==> src/rtl/ivt_pkg.sv <==
package ivt_pkg;

    typedef enum logic [1:0] {
        TMR_IDLE = 2'd0,
        TMR_RUN  = 2'd1,
        TMR_DONE = 2'd2
    } tmr_state_e;

    typedef enum logic [3:0] {
        SEL_CFG,
        SEL_LB,
        SEL_XBUS,
        SEL_TMR,
        SEL_IPI,
        SEL_ID,
        SEL_MASK,
        SEL_IVAL,
        SEL_NONE
    } reg_sel_e;

    localparam int unsigned NUM_WORDS = 8;

endpackage

==> src/rtl/ivt_prescaler.sv <==
module ivt_prescaler #(
    parameter int unsigned PRESCALE_BITS = 14
) (
    input  logic clk,
    input  logic rst_n,
    output logic tick
);
    localparam logic [PRESCALE_BITS-1:0] LAST = {PRESCALE_BITS{1'b1}};

    logic [PRESCALE_BITS-1:0] cnt_q;

    always_ff @(posedge clk) begin
        if (!rst_n) begin
            cnt_q <= '0;
        end else begin
            cnt_q <= cnt_q + PRESCALE_BITS'(1);
        end
    end

    assign tick = (cnt_q == LAST);


    tick_spacing_chk: assert property (@(posedge clk) disable iff (!rst_n)
        tick |=> !tick);

endmodule

==> src/rtl/ivt_timer.sv <==
module ivt_timer
    import ivt_pkg::*;
#(
    parameter int unsigned DATA_W = 32
) (
    input  logic              clk,
    input  logic              rst_n,
    input  logic              tick,
    input  logic              mask_nz,
    input  logic              load,
    input  logic [DATA_W-1:0] load_data,
    input  logic              ack,
    output logic [DATA_W-1:0] reload_val,
    output logic              irq
);
    tmr_state_e        state_q, state_d;
    logic [DATA_W-1:0] count_q, count_d;
    logic [DATA_W-1:0] reload_q, reload_d;
    logic              irq_q, irq_d;
    logic              dec_en;

    assign dec_en = tick && mask_nz && (reload_q != '0) && (count_q != '0);

    // state register
    always_ff @(posedge clk) begin
        if (!rst_n) begin
            state_q <= TMR_IDLE;
        end else begin
            state_q <= state_d;
        end
    end

    // next state and datapath
    always_comb begin
        state_d  = state_q;
        count_d  = count_q;
        reload_d = reload_q;
        irq_d    = irq_q;
        if (load) begin
            reload_d = load_data;
            count_d  = load_data;
            state_d  = (load_data != '0) ? TMR_RUN : TMR_IDLE;
        end else if (ack) begin
            irq_d   = 1'b0;
            count_d = reload_q;
            state_d = (reload_q != '0) ? TMR_RUN : TMR_IDLE;
        end else begin
            unique case (state_q)
                TMR_IDLE: begin
                    state_d = TMR_IDLE;
                end
                TMR_RUN: begin
                    if (dec_en) begin
                        count_d = count_q - DATA_W'(1);
                        if (count_q == DATA_W'(1)) begin
                            state_d = TMR_DONE;
                            irq_d   = 1'b1;
                        end
                    end
                end
                TMR_DONE: begin
                    state_d = TMR_DONE;
                end
                default: begin
                    state_d = TMR_IDLE;
                end
            endcase
        end
    end

    // output and data registers
    always_ff @(posedge clk) begin
        if (!rst_n) begin
            count_q  <= '0;
            reload_q <= '0;
            irq_q    <= 1'b0;
        end else begin
            count_q  <= count_d;
            reload_q <= reload_d;
            irq_q    <= irq_d;
        end
    end

    assign reload_val = reload_q;
    assign irq        = irq_q;


    irq_needs_tick_chk: assert property (@(posedge clk) disable iff (!rst_n)
        $rose(irq_q) |-> $past(tick));


    irq_hold_chk: assert property (@(posedge clk) disable iff (!rst_n)
        (irq_q && !ack) |=> irq_q);


    ack_clears_chk: assert property (@(posedge clk) disable iff (!rst_n)
        ack |=> !irq_q);


    ack_reload_chk: assert property (@(posedge clk) disable iff (!rst_n)
        (ack && !load) |=> (count_q == $past(reload_q)));


    mask_freeze_chk: assert property (@(posedge clk) disable iff (!rst_n)
        (!mask_nz && !load && !ack) |=> $stable(count_q));

endmodule

==> src/rtl/ivt_regs.sv <==
module ivt_regs
    import ivt_pkg::*;
#(
    parameter int unsigned ADDR_W   = 12,
    parameter int unsigned DATA_W   = 32,
    parameter logic [31:0] CPU_ID   = 32'h0,
    parameter int unsigned LB_LEVEL = 8
) (
    input  logic              clk,
    input  logic              rst_n,
    input  logic [ADDR_W-1:0] bus_addr,
    input  logic              bus_wr,
    input  logic [DATA_W-1:0] bus_wdata,
    input  logic              bus_rd,
    output logic [DATA_W-1:0] bus_rdata,
    input  logic              lb_pending,
    input  logic              ipi_set,
    input  logic [DATA_W-1:0] reload_val,
    output logic              mask_nz,
    output logic              tmr_ack,
    output logic              ival_load,
    output logic              ipi_irq
);
    localparam int unsigned IDX_W = ADDR_W - 2;
    localparam logic [DATA_W-1:0] LB_CODE = DATA_W'((LB_LEVEL + 1) << 2);

    reg_sel_e          sel;
    logic [IDX_W-1:0]  word_idx;
    logic [DATA_W-1:0] mask_q;
    logic [DATA_W-1:0] rdata_q;
    logic [DATA_W-1:0] rd_mux;
    logic              ipi_q;
    logic              ipi_ack;

    assign word_idx = bus_addr[ADDR_W-1:2];

    always_comb begin
        sel = SEL_NONE;
        if (bus_addr[1:0] == 2'b00 && word_idx < IDX_W'(NUM_WORDS)) begin
            unique case (word_idx[2:0])
                3'd0: sel = SEL_CFG;
                3'd1: sel = SEL_LB;
                3'd2: sel = SEL_XBUS;
                3'd3: sel = SEL_TMR;
                3'd4: sel = SEL_IPI;
                3'd5: sel = SEL_ID;
                3'd6: sel = SEL_MASK;
                3'd7: sel = SEL_IVAL;
                default: sel = SEL_NONE;
            endcase
        end
    end

    assign tmr_ack   = bus_rd && (sel == SEL_TMR);
    assign ipi_ack   = bus_rd && (sel == SEL_IPI);
    assign ival_load = bus_wr && (sel == SEL_IVAL);

    always_comb begin
        unique case (sel)
            SEL_LB:   rd_mux = lb_pending ? LB_CODE : '0;
            SEL_ID:   rd_mux = DATA_W'(CPU_ID);
            SEL_MASK: rd_mux = mask_q;
            SEL_IVAL: rd_mux = reload_val;
            default:  rd_mux = '0;
        endcase
    end

    always_ff @(posedge clk) begin
        if (!rst_n) begin
            mask_q  <= '0;
            rdata_q <= '0;
            ipi_q   <= 1'b0;
        end else begin
            if (bus_wr && sel == SEL_MASK) begin
                mask_q <= bus_wdata;
            end
            if (bus_rd) begin
                rdata_q <= rd_mux;
            end
            if (ipi_ack) begin
                ipi_q <= 1'b0;
            end else if (ipi_set) begin
                ipi_q <= 1'b1;
            end
        end
    end

    assign bus_rdata = rdata_q;
    assign mask_nz   = (mask_q != '0);
    assign ipi_irq   = ipi_q;


    ipi_ack_clears_chk: assert property (@(posedge clk) disable iff (!rst_n)
        ipi_ack |=> !ipi_q);


    ipi_set_raises_chk: assert property (@(posedge clk) disable iff (!rst_n)
        (ipi_set && !ipi_ack) |=> ipi_q);


    rdata_hold_chk: assert property (@(posedge clk) disable iff (!rst_n)
        !bus_rd |=> $stable(rdata_q));

endmodule

==> src/rtl/ivt_irq_ctrl.sv <==
module ivt_irq_ctrl #(
    parameter int unsigned ADDR_W        = 12,
    parameter int unsigned DATA_W        = 32,
    parameter int unsigned PRESCALE_BITS = 14,
    parameter logic [31:0] CPU_ID        = 32'h0,
    parameter int unsigned LB_LEVEL      = 8
) (
    input  logic              clk,
    input  logic              rst_n,
    input  logic [ADDR_W-1:0] bus_addr,
    input  logic              bus_wr,
    input  logic [DATA_W-1:0] bus_wdata,
    input  logic              bus_rd,
    output logic [DATA_W-1:0] bus_rdata,
    input  logic              lb_pending,
    input  logic              ipi_set,
    output logic              tmr_irq,
    output logic              ipi_irq
);
    logic              tick;
    logic              mask_nz;
    logic              tmr_ack;
    logic              ival_load;
    logic [DATA_W-1:0] reload_val;

    ivt_prescaler #(.PRESCALE_BITS(PRESCALE_BITS)) u_presc (
        .clk   (clk),
        .rst_n (rst_n),
        .tick  (tick)
    );

    ivt_regs #(
        .ADDR_W   (ADDR_W),
        .DATA_W   (DATA_W),
        .CPU_ID   (CPU_ID),
        .LB_LEVEL (LB_LEVEL)
    ) u_regs (
        .clk        (clk),
        .rst_n      (rst_n),
        .bus_addr   (bus_addr),
        .bus_wr     (bus_wr),
        .bus_wdata  (bus_wdata),
        .bus_rd     (bus_rd),
        .bus_rdata  (bus_rdata),
        .lb_pending (lb_pending),
        .ipi_set    (ipi_set),
        .reload_val (reload_val),
        .mask_nz    (mask_nz),
        .tmr_ack    (tmr_ack),
        .ival_load  (ival_load),
        .ipi_irq    (ipi_irq)
    );

    ivt_timer #(.DATA_W(DATA_W)) u_timer (
        .clk        (clk),
        .rst_n      (rst_n),
        .tick       (tick),
        .mask_nz    (mask_nz),
        .load       (ival_load),
        .load_data  (bus_wdata),
        .ack        (tmr_ack),
        .reload_val (reload_val),
        .irq        (tmr_irq)
    );

endmodule

==> config.mk <==
export PLATFORM = sky130hd
export DESIGN_NAME = ivt_irq_ctrl
export DESIGN_NICKNAME = d
export VERILOG_FILES = /design/src/rtl/ivt_pkg.sv /design/src/rtl/ivt_prescaler.sv /design/src/rtl/ivt_timer.sv /design/src/rtl/ivt_regs.sv /design/src/rtl/ivt_irq_ctrl.sv
export SDC_FILE = /design/constraint.sdc
export NUM_CORES = 1
export LEC_CHECK = 0
export BUFFER_PORTS_ARGS = -buffer_cell sky130_fd_sc_hd__buf_2
export CORE_MARGIN = 2
export CORE_UTILIZATION = 40
export CTS_BUF_LIST = sky130_fd_sc_hd__clkbuf_2
export CTS_CLUSTER_DIAMETER = 30
export CTS_CLUSTER_SIZE = 20
export DETAILED_ROUTE_END_ITERATION = 7
export HOLD_SLACK_MARGIN = 0.05
export PLACE_DENSITY = 0.62
export SETUP_SLACK_MARGIN = 0.1
export SLEW_MARGIN = 10
export SYNTH_ARGS = -nofsm -noshare
export SYNTH_HDL_FRONTEND = slang
export SYNTH_SLANG_ARGS = --single-unit
==> constraint.sdc <==
create_clock -name clk -period 7.17 [get_ports clk]
set_input_delay 0.3585 -clock clk [delete_from_list [all_inputs] [get_ports clk]]
set_output_delay 0.3585 -clock clk [all_outputs]
set_load 0.05 [all_outputs]
==> results.sh <==
export IMPL_status="finished clean"
export IMPL_hold_viol_final=0
export IMPL_place_ws_ns=3.882
export IMPL_drt_first_iter_violations=559
export IMPL_p_sw_uw=370.1
export IMPL_min_period_over_period_pct=38.74
export IMPL_syn_instance_count=872
export IMPL_synthTopCellsByArea="dfxtp_1 43%, nand2_1 11%, a21oi_1 6.7%"
export IMPL_grt_max_degree=90
export IMPL_cts_buffer_depth=2
export IMPL_synth_seq_cells=146
export IMPL_cp_start_kind="flip-flop"
export IMPL_nFillCells=1687
export IMPL_htree_levels=4
export IMPL_synthesis_area_um2=6774
export IMPL_skew_ns=0.04068
export IMPL_syn_nets=927
export IMPL_pwr_share_clk_pct=38.8
export IMPL_first_pass_iters=7
export IMPL_cts_tree="yes"
export IMPL_final_max_slew_violation_count=0
export IMPL_grt_first_pass_wirelength_um=32110
export IMPL_switching_share_pct=25.49
export IMPL_drcViolationCount=0
export IMPL_port_buffers=83
export IMPL_crit_path_end_kind="flip-flop"
export IMPL_first_global_vias=5971
export IMPL_antenna_left=0
export IMPL_synth_largest_area_cell="dfxtp_1"
export IMPL_setup_ws_ns=4.393
export IMPL_cp_required_ns=7.79
export IMPL_cp_arrival_ns=3.40
export IMPL_synthMostInstantiatedCell="nand2_1"
export IMPL_intPower_mw=1.082
export IMPL_yosys_warnings=0
export IMPL_maxCapViolations=0
export IMPL_avgSynthCellArea_um2=7.768
export IMPL_start_util_pct=40.85
export IMPL_wl_per_cell_um=16.94
export IMPL_cts_hold_buf=34
export IMPL_layout_drive_gt1_share_pct=15.71
export IMPL_synth_common_cells="193 x nand2_1, 146 x dfxtp_1, 91 x a21oi_1"
export IMPL_vdd_drop_max_mv=0.09416
export IMPL_globalRoute_totalOverflow=0
export IMPL_cts_setup_buffers=0
export IMPL_cpMaxStageDelayCell="nor4_2"
export IMPL_crit_type="reg2reg"
export IMPL_yosysUniqueCellTypes=61
export IMPL_final_area_um2=7988
export IMPL_area_delta_synth_final_pct=17.92
export IMPL_fin_crit_ns=2.777
export IMPL_io_pins=84
export IMPL_cpPeakStageDelay_ns=0.59
export IMPL_die_w_um=134.1
export IMPL_max_freq_ghz=0.3601
export IMPL_setup_viol=0
export IMPL_synthArstFlopShare_pct=0
export IMPL_vias=6780
export IMPL_clkTransAtPathRegs_ns=0.23
export IMPL_synth_edf_count=0
export IMPL_gp_congestion=0.8587
export IMPL_leakage_nw=3.000
export IMPL_cp_max_fo=39
export IMPL_path_cells="nor4_2 -> nand4_2 -> nor4_1 -> o41ai_2 -> buf_4 -> o221a_2"
export IMPL_p_per_area_nw_per_um2=181.8
export IMPL_nets=1016
export IMPL_slew_limit_headroom_pct=21.94
export IMPL_cts_resized=0
export IMPL_pwr_share_comb_pct=4.9
export IMPL_p_seq_share_pct=56.3
export IMPL_die_y_um=134.1
export IMPL_insertion_delay_ns=0.74
export IMPL_critical_path_buf_inv_count=1
export IMPL_grt_use_total_pct=22.50
export IMPL_grt_antenna_before_repair=1
export IMPL_synth_top_area_share_pct=43.15
export IMPL_rsz0062_at_grt="no"
export IMPL_via_per_inst=5.674
export IMPL_fin_tns_setup_ns=0
export IMPL_place_detailed_hpwl_um=14020
export IMPL_ys_seq_area_share_pct=43.15
export IMPL_place_area_um2=7341
export IMPL_die_area_um2=17990
export IMPL_clock_sinks=146
export IMPL_synthFlopType="dfxtp_1"
export IMPL_cts_buffers=17
export IMPL_core_area_um2=16580
export IMPL_tightest_slew_ns=1.168
export IMPL_cts_root_buf="clkbuf_2"
export IMPL_crit_family="simple AND/OR/NAND/NOR gates"
export IMPL_drt_total_wl_um=20250
export IMPL_rows=47
export IMPL_hold_path_class="in2reg"
==> layout make-up <==
type,instances,area (um^2),share of cell area [%]
Multi-Input combinational cell,661,3626,45.39
Tap cell,220,275.3,3.446
Inverter,7,26.28,0.3289
Timing Repair Buffer,128,842.1,10.54
Sequential cell,146,2923,36.59
Antenna cell,1,2.502,0.03133
Clock inverter,14,202.7,2.538
Clock buffer,18,90.09,1.128
==> through the flow <==
stage          std cells  util [%]  power (mW)  hold WS (ns)
4_1_cts             1193     48.08       1.459       0.05780
3_5_place_dp        1127     44.27      0.8887        0.4365
6_report            1195     48.17       1.452       0.09372
5_1_grt             1195     48.17       1.501       0.06131
2_1_floorplan        872         -      0.8555        0.4305
3_3_place_gp        1127     44.27      0.8891        0.4312
==> routing by layer <==
| metal | track usage (%) | vias to the layer above | share of wire [%] |
|---|---|---|---|
| li1 | - | 3335 | - |
| met3 | 4.157 | 37 | 5.6 |
| met2 | 36.41 | 210 | 46 |
| met4 | 7.018 | 0 | 2.4 |
| met1 | 30.59 | 3198 | 46 |
| met5 | 0 | - | 0 |
==> worst paths after layout <==
check                       startpoint                   end  slack, ns  depth (start not counted)
hold reg to reg   u_regs.bus_rdata[28]  u_regs.bus_rdata[28]       0.48                          2
hold / removal             bus_addr[2]   u_regs.bus_rdata[5]       0.09                          5
setup reg to reg   u_timer.count_q[10]   u_timer.count_q[27]       4.39                          6
setup / recovery   u_timer.count_q[10]   u_timer.count_q[27]       4.39                          6
==> tightest hold or removal path, delay by kind of cell <==
family / cells / cell delay [ns]
AO/OA/AOI/OAI: 2 / 0.17
AND/OR/NAND/NOR: 2 / 0.13
buffers and inverters: 1 / 0.14
==> placed cells by master, fill, tap and decap left out, types with 3 or more instances in the layout <==
master / instances
nor2_1: 55
a211o_1: 6
a211oi_1: 10
nand3_1: 15
inv_1: 6
or2_2: 3
dfxtp_1: 146
xor2_1: 5
nor4_1: 39
a31oi_1: 11
nand4_1: 12
clkinv_4: 5
ha_1: 5
and3_1: 11
clkbuf_2: 18
nand2_1: 193
or3_1: 3
a22oi_1: 43
a21oi_1: 91
a31o_2: 5
nor3_1: 15
nor3b_1: 4
o211ai_1: 4
o21ai_0: 64
a22o_1: 3
and2_1: 3
xnor2_1: 12
dlygate4sd3_1: 34
o221a_2: 6
bufinv_16: 4
buf_4: 10
buf_2: 83
a311oi_1: 3
==> power by group through the flow <==
| stage | Combinational (mW) | Clock [mW] | Sequential (mW) |
|---|---|---|---|
| final | 0.0715 | 0.564 | 0.817 |
| after detailed placement | 0.0562 | 0 | 0.833 |
| after global placement | 0.0566 | 0 | 0.833 |
| after floorplan | 0.0218 | 0 | 0.834 |
| after global routing | 0.0761 | 0.607 | 0.818 |
| after CTS | 0.0705 | 0.572 | 0.817 |
==> state kept, by name (all words and copies together), names as in the netlist <==
signal,flops
u_timer.reload_val,32
u_regs.ipi_irq,1
u_timer.irq,1
u_regs.bus_rdata,32
u_regs.mask_q,32
u_timer.count_q,32
u_timer.state_q,2
u_presc.cnt_q,14
==> cell families (layout without fill, tap and decap cells) <==
logic type                 count (synthesis)  after routing  share of synthesized area (%)
AOI/OAI and AO/OA                        262            262                          23.90
muxes                                      1              1                         0.1478
xor gates and xnor gates                  17             17                          2.198
other                                      0              1                              0
DFF                                      146            146                          43.15
buffers and inverters                     65            167                          3.768
and+or+nand+nor                          376            376                          25.91
adders and majority gates                  5              5                         0.9235
Note: power is estimated with default switching activity, not from simulation.
